--- src/rtl/pulse_swallow_div.sv ---
module pulse_swallow_div #(
  parameter int M_W = 13,
  parameter int A_W = 4
) (
  input  logic               clk_i,
  input  logic               rst_ni,
  input  logic [M_W+A_W-1:0] ratio_i,
  input  logic               test_en_i,
  output logic               tc_o,
  output logic               half_o
);
  localparam int TOT_W = M_W + A_W;
  localparam int P_W = A_W + 1;
  localparam logic [P_W-1:0] LAST_LO = P_W'((1 << A_W) - 1);
  localparam logic [P_W-1:0] LAST_HI = P_W'(1 << A_W);

  logic [P_W-1:0] pcnt;
  logic [M_W-1:0] mcnt;
  logic [A_W-1:0] acnt;
  logic           tc_q;
  logic           tog;
  logic           swallow, pend, last;

  assign swallow = acnt != '0;
  assign pend    = pcnt == (swallow ? LAST_HI : LAST_LO);
  assign last    = pend && (mcnt <= M_W'(1));

  always_ff @(posedge clk_i or negedge rst_ni) begin
    if (!rst_ni) begin
      pcnt <= '0;
      mcnt <= '0;
      acnt <= '0;
      tc_q <= 1'b0;
      tog  <= 1'b0;
    end else begin
      tc_q <= last;
      if (last) begin
        pcnt <= '0;
        mcnt <= ratio_i[TOT_W-1:A_W];
        acnt <= ratio_i[A_W-1:0];
        tog  <= ~tog;
      end else if (pend) begin
        pcnt <= '0;
        mcnt <= mcnt - M_W'(1);
        if (swallow) acnt <= acnt - A_W'(1);
      end else begin
        pcnt <= pcnt + P_W'(1);
      end
    end
  end

  assign tc_o   = tc_q;
  assign half_o = test_en_i & tog;
endmodule


--- config.mk ---
export PLATFORM = sky130hd
export DESIGN_NAME = pulse_swallow_div
export DESIGN_NICKNAME = d
export VERILOG_FILES = /design/src/rtl/pulse_swallow_div.sv
export SDC_FILE = /design/constraint.sdc
export NUM_CORES = 1
export LEC_CHECK = 0
export BUFFER_PORTS_ARGS = -buffer_cell sky130_fd_sc_hd__buf_2
export CORE_ASPECT_RATIO = 0.75
export CORE_MARGIN = 3
export CORE_UTILIZATION = 56
export DETAILED_ROUTE_END_ITERATION = 10
export GPL_ROUTABILITY_DRIVEN = 1
export PLACE_DENSITY_LB_ADDON = 0.1
export SLEW_MARGIN = 20
export SYNTH_ARGS = -nofsm -noshare
export SYNTH_HDL_FRONTEND = slang
export SYNTH_SLANG_ARGS = --single-unit
--- constraint.sdc ---
create_clock -name clk_i -period 2.5 [get_ports clk_i]
set_clock_uncertainty 0.05 [all_clocks]
set_input_delay 0.125 -clock clk_i [delete_from_list [all_inputs] [get_ports clk_i]]
set_output_delay 0.125 -clock clk_i [all_outputs]
set_load 0.02 [all_outputs]
* Word level (Yosys, flattened, before mapping)
Cells that the tools add are included.
Cells by class: $add $sub $neg 3, bitwise logic cells 2, magnitude comparators 1, reductions and logical operators 5, multiplexer cells 8, eq/ne operators 1
Operators by type and width (number):
- two-way mux 13 bit | 2
- two-way mux 5 bit | 3
- less-or-equal comparator 13 x 1 -> 1 bit, second input constant | 1
- subtractor 13 x 1 -> 13 bit, second input constant | 1
- two-way mux 4 bit | 3
- adder 5 x 1 -> 5 bit, second input constant | 1
- == test 5 bit | 1
- nonzero test 2 bit | 2
- nonzero test 4 bit | 1
- subtractor 4 x 1 -> 4 bit, second input constant | 1
- AND reduction 2 bit | 1
- AND 1 bit | 1
- logical AND 1 bit | 1
- inverter 1 bit | 1
Word-level totals: output and inout port bits 2, bits in registers 24, logic and storage cells 25

* Longest topological paths before layout
depth in word-level cells 6, mapped depth 10, depth with buffers taken out 7

* Least setup slack after synthesis
Ideal clock, no wire load.
path kind register -> register, from register acnt[0], to register acnt[0], arrival 1982 ps, stages on the path, launching flop included 10, required time 2325 ps, slack 343 ps, library setup time 125 ps, buffers on the path 2, cell sequence dfrtp_1 inv_1 ha_1 or3b_4 and3_4 buf_6 or2_1 buf_6 nand2_8 mux2_4
Between the ends: cells in the longest elaborated chain, start to end 6
Ends and longest elaborated chain:
- start: declaration | line 19 | logic [A_W-1:0] acnt;
- start signal: assignment | line 40 | acnt <= ratio_i[A_W-1:0];
- start signal: assignment | line 45 | if (swallow) acnt <= acnt - A_W'(1);
- nonzero test 4 bit | line 24 | assign swallow = acnt != '0;
- two-way mux 5 bit | line 25 | assign pend = pcnt == (swallow ? LAST_HI : LAST_LO);
- == test 5 bit | line 25
- logical AND 1 bit | line 26 | assign last = pend && (mcnt <= M_W'(1));
- nonzero test 2 bit (no source line)
- AND reduction 2 bit (no source line)
Parallel ways exist; a longest one is shown, timed or not. The select of a mux whose other input is x is not followed. A chain may end at the register's enable or synchronous reset.

* Worst setup path after layout
from register mcnt[1], to register mcnt[3]
Between the ends: cells in the longest elaborated chain, start to end 3
Ends and longest elaborated chain:
- start: declaration | line 18 | logic [M_W-1:0] mcnt;
- start signal: assignment | line 39 | mcnt <= ratio_i[TOT_W-1:A_W];
- start signal: assignment | line 44 | mcnt <= mcnt - M_W'(1);
- subtractor 13 x 1 -> 13 bit / less-or-equal comparator 13 x 1 -> 1 bit (equally long branches) | line 44, 26
- two-way mux 13 bit / logical AND 1 bit (equally long branches) | line 42, 26
- two-way mux 13 bit / nonzero test 2 bit (equally long branches)
Parallel ways exist; a longest one is shown, timed or not. The select of a mux whose other input is x is not followed.

==> metrics.txt <==
status complete, no violations; number of nets in the layout between 200 and 250; Initial DRT Pass Iterations 5; Tightest Hold Check Type primary input to register; top post-synthesis cells by area dfrtp_1 (41%), o21ai_0 (4.4%), ha_1 (3.4%); CP max FO 11; DR WL/cell approximately 15 microns; Slew Limit Headroom 0.638; async set or reset register ratio after synthesis 1.00; DRC errors left 0; buffers added on ports 21; Antenna Violating Nets Remaining 0; CP required 2690 ps; Worst-Skew Late Latency ~320 ps; cell accounting for the most synthesized area dfrtp_1; I/O pin count 22; fmax roughly 440 MHz; die height slightly above 50 microns; vias per inst 5.55; RSZ-0062 raised after global routing false; first-pass GRT wire length 5380 microns; Synth cell types 45; min setup slack post-route between 200 and 250 ps; die area ~0.0033 sq mm; pwr/cell area about 760 mW/mm^2; Leakage ~0.00070 uW; Mapped Cells ~150; share of cells above drive strength 1 0.273; Hold Vio Cnt, Final 0; commonest non-fill, non-tap cells in the layout dfrtp_1 (24), buf_2 (21), o21ai_0 (13); ant diodes 0; crit path DAT around 2500 ps; placer congestion estimate around 0.84; # setup viols final 0; Core Rows 15; top cell type's share of synthesized area 0.406; CP Class register to register; EDFF count, synth 0; Setup WS pre-CTS around 250 ps; synthesized cell area approximately 0.0015 sq mm; total track usage 0.216; number of DRC markers in iteration 0 48; routed vias 1166; Synth warnings 0; Avg Cell Area, Syn approximately 10 sq um; Slew Limit Fails 0; CTS root buffer clkbuf_4; Initial Util 0.616; area grow syn2layout 14.2%; antenna violations before repair 0; syn nets between 150 and 200; synthesized flop and latch total 24; Overflow after GRT 0; die width 65.4 microns; Sum Neg Setup Slack 0 ps; Max Cap Viol 0; Final HPWL DP 2280 microns; TritonCTS buffer count 3; Setup crit end kind register; Seq/Total Area, Yosys 0.406; Period minus WS final roughly 2300 ps; H-tree levels 1; Worst Tran Pin Value roughly 540 ps; CTS tree yes; Core Region ~0.0024 sq mm; CTS Sinks 24; Top FF cell, synth dfrtp_1; most common cell after layout, fill and taps aside dfrtp_1; Critical Path Start Type register; largest net degree at the start of global routing 25; final WL 3070 microns; number of global-route vias before repair 1160; Longest Clk Path Bufs 2; VDD IR max 0.545 mV; Final Cycle Share 0.919; clk slew on worst S/H paths roughly 130 ps
[path summary, 6_finish.rpt]
kind / startpoint / end / slack (ps) / cells past startpoint
worst min-delay path: ratio_i[4] / mcnt[0] / 20 / 2
worst min register to register: tog / tog / 430 / 1
min in group asynchronous: rst_ni / tog / 250 / 2
worst max register to register: mcnt[1] / mcnt[3] / 200 / 7
worst max-delay path: mcnt[1] / mcnt[3] / 200 / 7
max in group asynchronous: rst_ni / mcnt[9] / 1790 / 2
[Yosys cell counts, types with 2 or more instances]
cell	n
dfrtp_1	24
o21ai_0	13
nand2_1	12
nor2_1	11
inv_1	9
a21oi_1	7
nand3_1	7
nor3_1	7
xnor2_1	5
ha_1	4
buf_2	3
mux2_4	3
mux2i_1	3
o21ai_2	3
a22oi_2	2
and2_1	2
buf_6	2
nor4_1	2
o2bb2a_1	2
xor2_1	2
[metrics by stage]
step,util,hold WS (ps),power (uW),std cells,cell area [sq um]
after CTS,0.699,7.72,1280,209,1680
final,0.704,24.0,1280,210,1690
after global placement,0.668,80.0,1060,201,1600
after detailed placement,0.668,86.3,1070,201,1600
after global routing,0.704,12.6,1390,210,1690
after floorplan,-,-221,955,148,1480
[sequential cells by signal, indices dropped and copies added (netlist names)]
register / cells
tc_o: 1
pcnt: 5
mcnt: 13
tog: 1
acnt: 4
[area by class of cell]
type | instances | area (sq um)
fill | 200 | 712
sequential | 24 | 601
tap | 34 | 42.5
multi-input combinational | 108 | 785
inverter | 9 | 33.8
clock buffer | 4 | 36.3
timing repair buffer | 31 | 193
[power by group]
group | internal, uW | switching, uW | total [uW]
clock network | 89.2 | 118 | 207
registers | 488 | 101 | 589
logic | 240 | 241 | 480
[per-layer routing]
layer	up-vias	track usage	share of wire
met3	2	0.0537	0.052
met4	0	0.0310	0.0049
met5	-	0	0
met1	549	0.294	0.48
li1	585	-	-
met2	30	0.355	0.46
[what timing repair did]
action	CTS	global route
hold buffers	4	1
endpoints found under the hold margin	27	1
setup buffers	0	0
endpoints found under the setup margin	0	0
resized for setup	0	0
[logic make-up (layout without fill, tap and decap cells)]
logic type | count (synthesis) | in the layout | synth area share
simple gates | 53 | 53 | 0.211
compound gates | 37 | 37 | 0.185
flops | 24 | 24 | 0.406
buf+inv | 16 | 44 | 0.0642
xor+xnor | 7 | 7 | 0.0414
mux | 7 | 7 | 0.0583
fa+ha+maj | 4 | 4 | 0.0338
[critical path: stages (launching register included)]
cell	delay [ps]
dfrtp_1	440
inv_1	110
ha_1	200
o21bai_1	220
and3_1	260
nand2_1	370
mux2_2	380
o21ai_0	190
Power figures use the tool's default switching activity.
